File: src/rtl/phy_led_pkg.sv
package phy_led_pkg;

   typedef enum logic [1:0] {
      IFM_MII    = 2'd0,
      IFM_SERIAL = 2'd1,
      IFM_BYPASS = 2'd2,
      IFM_RSVD   = 2'd3
   } if_mode_t;

   localparam int unsigned NUM_ACT = 3;
   localparam int unsigned ACT_TX  = 0;
   localparam int unsigned ACT_RX  = 1;
   localparam int unsigned ACT_COL = 2;

   localparam logic LED_OFF = 1'b1;

endpackage

File: src/rtl/led_stretch.sv
module led_stretch #(
   parameter int unsigned STRETCH_CYC = 2_500_000,
   parameter int unsigned BLINK_CYC   = 250_000
) (
   input  logic clk,
   input  logic rst_n,
   input  logic evt,
   output logic led
);
   localparam int unsigned CW = $clog2(STRETCH_CYC + 1);
   localparam int unsigned BW = $clog2(BLINK_CYC);
   localparam logic [CW-1:0] C_LOAD = CW'(STRETCH_CYC);
   localparam logic [BW-1:0] B_LAST = BW'(BLINK_CYC - 1);

   logic [CW-1:0] remain_q;
   logic [BW-1:0] phase_q;
   logic          active;

   assign active = (remain_q != '0);

   always_ff @(posedge clk or negedge rst_n) begin
      if (!rst_n) begin
         remain_q <= '0;
         phase_q  <= '0;
         led      <= phy_led_pkg::LED_OFF;
      end else if (evt) begin
         remain_q <= C_LOAD;
         if (!active) begin
            led     <= ~phy_led_pkg::LED_OFF;
            phase_q <= '0;
         end else if (phase_q == B_LAST) begin
            led     <= ~led;
            phase_q <= '0;
         end else begin
            phase_q <= phase_q + 1'b1;
         end
      end else if (active) begin
         remain_q <= remain_q - 1'b1;
         if (remain_q == CW'(1)) begin
            led     <= phy_led_pkg::LED_OFF;
            phase_q <= '0;
         end else if (phase_q == B_LAST) begin
            led     <= ~led;
            phase_q <= '0;
         end else begin
            phase_q <= phase_q + 1'b1;
         end
      end
   end
endmodule

File: src/rtl/led_status.sv
module led_status
   import phy_led_pkg::*;
(
   input  logic     clk,
   input  logic     rst_n,
   input  if_mode_t mode,
   input  logic     link_up,
   input  logic     speed_100,
   input  logic     full_duplex,
   output logic     led_link,
   output logic     led_spd100,
   output logic     led_spd10,
   output logic     led_dpx
);
   logic link_nxt;

   always_comb begin
      unique case (mode)
         IFM_SERIAL: link_nxt = link_up;
         IFM_BYPASS: link_nxt = 1'b1;
         default:    link_nxt = ~link_up;
      endcase
   end

   always_ff @(posedge clk or negedge rst_n) begin
      if (!rst_n) begin
         led_link   <= LED_OFF;
         led_spd100 <= LED_OFF;
         led_spd10  <= LED_OFF;
         led_dpx    <= LED_OFF;
      end else begin
         led_link   <= link_nxt;
         led_spd100 <= ~speed_100;
         led_spd10  <= speed_100;
         led_dpx    <= ~full_duplex;
      end
   end
endmodule

File: src/rtl/phy_led_drv.sv
module phy_led_drv
   import phy_led_pkg::*;
#(
   parameter int unsigned STRETCH_CYC = 2_500_000,
   parameter int unsigned BLINK_CYC   = 250_000
) (
   input  logic       clk,
   input  logic       rst_n,
   input  logic       strap_std,
   input  logic       link_up,
   input  logic       speed_100,
   input  logic       full_duplex,
   input  logic [1:0] if_mode,
   input  logic       tx_act,
   input  logic       rx_act,
   input  logic       col_evt,
   output logic       led_link,
   output logic       led_spd100,
   output logic       led_spd10,
   output logic       led_dpx,
   output logic       led_tx,
   output logic       led_rx,
   output logic       led_col
);
   if (BLINK_CYC < 2) begin : g_bad_blink
      $error("BLINK_CYC must be at least 2");
   end
   if (STRETCH_CYC <= BLINK_CYC) begin : g_bad_stretch
      $error("STRETCH_CYC must exceed BLINK_CYC");
   end

   logic               std_sel;
   logic [NUM_ACT-1:0] act_evt;
   logic [NUM_ACT-1:0] act_led;
   logic               s_link, s_spd100, s_spd10, s_dpx;

   always_ff @(posedge clk) begin
      if (!rst_n) std_sel <= strap_std;
   end

   assign act_evt[ACT_TX]  = tx_act;
   assign act_evt[ACT_RX]  = rx_act;
   assign act_evt[ACT_COL] = col_evt & ~full_duplex;

   for (genvar g = 0; g < NUM_ACT; g++) begin : g_act
      led_stretch #(
         .STRETCH_CYC (STRETCH_CYC),
         .BLINK_CYC   (BLINK_CYC)
      ) u_str (
         .clk   (clk),
         .rst_n (rst_n),
         .evt   (act_evt[g]),
         .led   (act_led[g])
      );
   end

   led_status u_stat (
      .clk         (clk),
      .rst_n       (rst_n),
      .mode        (if_mode_t'(if_mode)),
      .link_up     (link_up),
      .speed_100   (speed_100),
      .full_duplex (full_duplex),
      .led_link    (s_link),
      .led_spd100  (s_spd100),
      .led_spd10   (s_spd10),
      .led_dpx     (s_dpx)
   );

   logic gate_off;
   assign gate_off = ~rst_n | ~std_sel;

   assign led_link   = gate_off | s_link;
   assign led_spd100 = gate_off | s_spd100;
   assign led_spd10  = gate_off | s_spd10;
   assign led_dpx    = gate_off | s_dpx;
   assign led_tx     = gate_off | act_led[ACT_TX];
   assign led_rx     = gate_off | act_led[ACT_RX];
   assign led_col    = gate_off | full_duplex | act_led[ACT_COL];
endmodule

File: config.mk
export PLATFORM = sky130hd
export DESIGN_NAME = phy_led_drv
export DESIGN_NICKNAME = d
export VERILOG_FILES = /design/src/rtl/phy_led_pkg.sv /design/src/rtl/led_stretch.sv /design/src/rtl/led_status.sv /design/src/rtl/phy_led_drv.sv
export SDC_FILE = /design/constraint.sdc
export NUM_CORES = 1
export LEC_CHECK = 0
export BUFFER_PORTS_ARGS = -buffer_cell sky130_fd_sc_hd__buf_4
export CORE_MARGIN = 5
export CORE_UTILIZATION = 50
export DETAILED_ROUTE_END_ITERATION = 10
export PLACE_DENSITY = 0.66
export SKIP_LAST_GASP = 1
export SLEW_MARGIN = 15
export SYNTH_ARGS = -nofsm -noshare
export SYNTH_HDL_FRONTEND = slang
export SYNTH_HIERARCHICAL = 1
export SYNTH_SLANG_ARGS = --single-unit
export TNS_END_PERCENT = 10
File: constraint.sdc
create_clock -name clk -period 3.05 [get_ports clk]
set_input_delay 0.305 -clock clk [delete_from_list [all_inputs] [get_ports clk]]
set_output_delay 0.305 -clock clk [all_outputs]
set_load 0.02 [all_outputs]
==> flow_results.org <==
** Status
- The run finished with clean final reports.

** Clocking
- Counting every sink on the clock net gives 128.
- CTS max path bufs :: 2
- Cells resized by post-CTS repair :: 0
- After clock tree synthesis, the clock-pin slew on the worst setup and hold paths is 0.06 ns.
- TritonCTS built the clock tree.
- CTS buffer count :: 17
- CTS HTree Levels :: 4
- Clock latency at the later pin of the worst-skew pair :: 0.42 ns
- The tree is rooted in a sky130_fd_sc_hd__clkbuf_16.

** Global routing
- Number of global-route vias before repair :: 5964
- Grt total ovfl :: 0
- The first global-routing pass estimated 28.61 mm of wire.
- Pin count of the biggest net entering global routing :: 56
- Antenna violations before repair :: 0
- For this run, the total global-route usage over all layers was measured as 0.2070.

** Routing
- Final wirelength :: 16.25 mm
- # DRC :: 0
- Dividing the detail-routed via count by the number of cells gives 6.175.
- Number of DRC violations after detailed-routing iteration 0 :: 387
- The detail route stage leaves a number of antenna-violating nets equal to 0.
- Total number of vias :: 6039
- DRT Pass-1 Iters :: 4
- In the final routed layout, each cell accounts on average for 16.62 um.

** Floorplan
- Total Die Area :: 17170 um2
- For this configuration, the core starts out at a cell density of 0.5060.
- For this design the top-level I/O count stands at 18.
- The floorplan step set the die width to 131.0 um.
- Core Box Area :: 14480 um2
- The floorplan step set the die height to 131.0 um.
- Row count :: 44

** Timing
- Fin crit share :: 0.8166
- Worst clock skew on the final layout :: 0.007935 ns
- The max-slew violation total from the final report came to 0.
- Setup repair after global routing missed its margin :: false
- Based on the critical path, the design can be clocked at up to 0.4015 GHz.
- Fin. Hold Viols :: 0
- Setup_tns :: 0 ns
- Setup slack closes at 0.5594 ns.
- In this run the tightest slew margin relative to its limit is 0.4965.
- Least-Margin Pin Slew :: 0.7525 ns
- Worst hold margin :: 0.02723 ns
- The routed design could run at a clock period as short as 2.491 ns.
- Setup violations remaining at the end of the flow were counted as 0.

** Setup path
- Measured in cells, the most critical reg-to-reg path has a length of 5.
- Of all nets on the critical path, the largest fanout is 11.
- For this run, the slowest stage of the critical path takes 0.67 ns.
- Category of the worst setup path capture point :: flip-flop
- Data arrives at the worst endpoint at 2.85 ns.
- The critical path goes through nor4_2 -> nand4_1 -> or3_1 -> o21ai_0 -> a22o_1.
- Crit path buffers/inverters :: 0
- The worst setup path is launched from a flip-flop.
- The startpoint identified for the worst register-to-register timing path is g_act[1].u_str/remain_q[16].
- Setup crit start :: g_act[1].u_str/remain_q[16]
- Slowest cell on the critical path :: sky130_fd_sc_hd__or3_1
- The worst setup path is of the reg -> reg kind.
- Category of cells accounting for the largest share of critical-path delay :: simple AND/OR/NAND/NOR gates
- Required time of the critical path :: 3.41 ns
- Reg2Reg Capture Point :: g_act[1].u_str/phase_q[4]
- Register-to-Register Setup Slack :: 0.56 ns

** Yosys
- Number of nets in the synthesized netlist :: 791
- Of the synthesized area, sequential elements account for 0.4391.
- Yosys mapped the design onto 55 distinct sky130hd cell types.
- Gate count after technology mapping :: 769
- A synthesized cell averages 9.526 um2.
- Library cell with the largest summed area after synthesis :: sky130_fd_sc_hd__dfrtp_1
- Yosys warning count :: 6
- Netlist area before placement :: 7326 um2
- Most frequent cell after synthesis :: sky130_fd_sc_hd__dfrtp_1
- Leading cell types by count after synthesis :: sky130_fd_sc_hd__dfrtp_1 (120), sky130_fd_sc_hd__nor2_1 (69), sky130_fd_sc_hd__nand2_1 (48)
- Ranking of synthesized cells by area :: sky130_fd_sc_hd__dfrtp_1 (41%), sky130_fd_sc_hd__xor2_1 (5.0%), sky130_fd_sc_hd__nor2_1 (3.5%), sky130_fd_sc_hd__a31oi_1 (3.3%), sky130_fd_sc_hd__nor3_1 (2.7%)
- Top FF cell, synth :: sky130_fd_sc_hd__dfrtp_1
- Number of enable flip-flop cells after synthesis :: 1
- Area share of the largest cell type after synthesis :: 0.4099
- After synthesis the netlist holds a flip-flop and latch count of 128.
- After synthesis, the share of flip-flops with an asynchronous set or reset is 0.9922.

** Hold path
- The worst hold path passes through 2 cells.
- Startpoint of the lowest-slack hold path :: link_up
- The path with the worst hold slack has its endpoint at u_stat/led_link.
- The path class of the tightest hold or removal check is in -> reg.

** Place
- Timing analysis after detailed placement gives a worst setup slack of 0.6169 ns.
- Cell count after placement :: 943
- Area post-placement :: 7575 um2
- Summed over all nets, the half-perimeter wirelength after detailed placement is 10.83 mm.
- Routability-driven placement congestion ratio :: 0.8452
- IO buf count :: 17

** Finish
- Share of cells above drive strength 1 :: 0.1033
- Area of all placed cells without fillers :: 8222 um2
- For this run, the share of the core covered by cells in the final layout is 0.5678.
- In the final design database the tool counted 803 nets.
- Compared with the post-synthesis result, the final layout area differs by 12.23%.
- The number of antenna diodes in the final layout is 0.
- Multi-input logic area :: 3865 um2
- Final cell count without fillers :: 978
- Number of fillers in the final layout :: 1237
- Flip-flop and latch area :: 3217 um2

** Pwr
- Power density over cell area :: 534.7 nW/um2
- Total power consumption of the routed design :: 4.396 mW
- The worst-case IR drop observed on VDD is 0.4302 mV.
- Leakage power :: 3.501 nW

** Flow run
- The tool flagged a number of max-cap violations equal to 0.
[worst max-delay path by stage]
stage	end	slack [ns]	cells after the start
after floorplan	g_act[2].u_str/remain_q[17]	0.99	5
after global placement	g_act[2].u_str/phase_q[6]	0.67	5
after detailed placement	g_act[1].u_str/phase_q[3]	0.62	4
after CTS	g_act[2].u_str/phase_q[4]	0.58	5
after global routing	g_act[1].u_str/led	0.40	5
final	g_act[1].u_str/phase_q[4]	0.56	5
[flip-flops by register name, indices dropped and copies added, names as in the netlist]
register / count
g_act.u_str/led: 3
std_sel: 1
u_stat/led_spd10: 1
u_stat/led_link: 1
u_stat/led_dpx: 1
g_act.u_str/remain_q: 66
g_act.u_str/phase_q: 54
u_stat/led_spd100: 1
[layout make-up]
class                   count  share of cell area
multi-input cells         585              0.4701
repair buffers             26             0.02511
clock buffers              22             0.05890
flip-flops and latches    128              0.3913
inverters                  23             0.01050
well taps                 184             0.02800
clock inverters            10             0.01613
[layer usage]
metal  routed length (um)  vias to the layer above  GRT usage
met5                    0                        -          0
met4                  262                        0    0.07199
met3                  632                       23    0.05081
met2                 7993                      131     0.3351
met1                 7361                     2970     0.2718
li1                     -                     2915          -
[cell families after synthesis]
logic type / count (synthesis) / synth area share
simple gates: 338 / 0.2740
compound gates: 179 / 0.1667
flops: 128 / 0.4391
xor+xnor: 57 / 0.06815
buf+inv: 56 / 0.03330
fa+ha+maj: 11 / 0.01879
[layout by cell type, fill, tap and decap left out, types with 4 or more instances in the layout]
cell and count:
sky130_fd_sc_hd__dfrtp_1 120, sky130_fd_sc_hd__nor2_1 69, sky130_fd_sc_hd__nand2_1 48, sky130_fd_sc_hd__xor2_1 42
sky130_fd_sc_hd__nor3_1 39, sky130_fd_sc_hd__a31oi_1 39, sky130_fd_sc_hd__o21ai_0 33, sky130_fd_sc_hd__nand3_1 30
sky130_fd_sc_hd__inv_1 23, sky130_fd_sc_hd__buf_4 22, sky130_fd_sc_hd__nand4_1 21, sky130_fd_sc_hd__and3_1 21
sky130_fd_sc_hd__a21oi_1 19, sky130_fd_sc_hd__nand2b_1 18, sky130_fd_sc_hd__o211ai_1 18, sky130_fd_sc_hd__clkbuf_16 17
sky130_fd_sc_hd__xnor2_1 15, sky130_fd_sc_hd__a22o_1 15, sky130_fd_sc_hd__or4_1 12, sky130_fd_sc_hd__a41oi_1 12
sky130_fd_sc_hd__ha_1 11, sky130_fd_sc_hd__nor2b_1 7, sky130_fd_sc_hd__dfstp_2 7, sky130_fd_sc_hd__nand3b_1 6
sky130_fd_sc_hd__nor4_2 6, sky130_fd_sc_hd__o2111ai_1 6, sky130_fd_sc_hd__nor4_1 6, sky130_fd_sc_hd__and4b_1 6
sky130_fd_sc_hd__o31ai_1 6, sky130_fd_sc_hd__and4_1 6, sky130_fd_sc_hd__o21ai_1 6, sky130_fd_sc_hd__or3b_1 6
sky130_fd_sc_hd__clkinv_2 4, sky130_fd_sc_hd__clkbuf_8 4, sky130_fd_sc_hd__a211oi_1 4
[power by group]
part | switching (mW) | internal, mW | leakage, nW
logic | 0.249 | 0.161 | 1.63
registers | 0.0978 | 1.78 | 1.58
clock network | 0.739 | 1.36 | 0.298
[repair_timing]
item / in CTS / in global routing
hold endpoints to repair: 41 / 0
setup endpoints to repair: 0 / 0
hold buffers: 3 / 0
buffers inserted: 0 / 0
(Power assumes the default switching activity.)
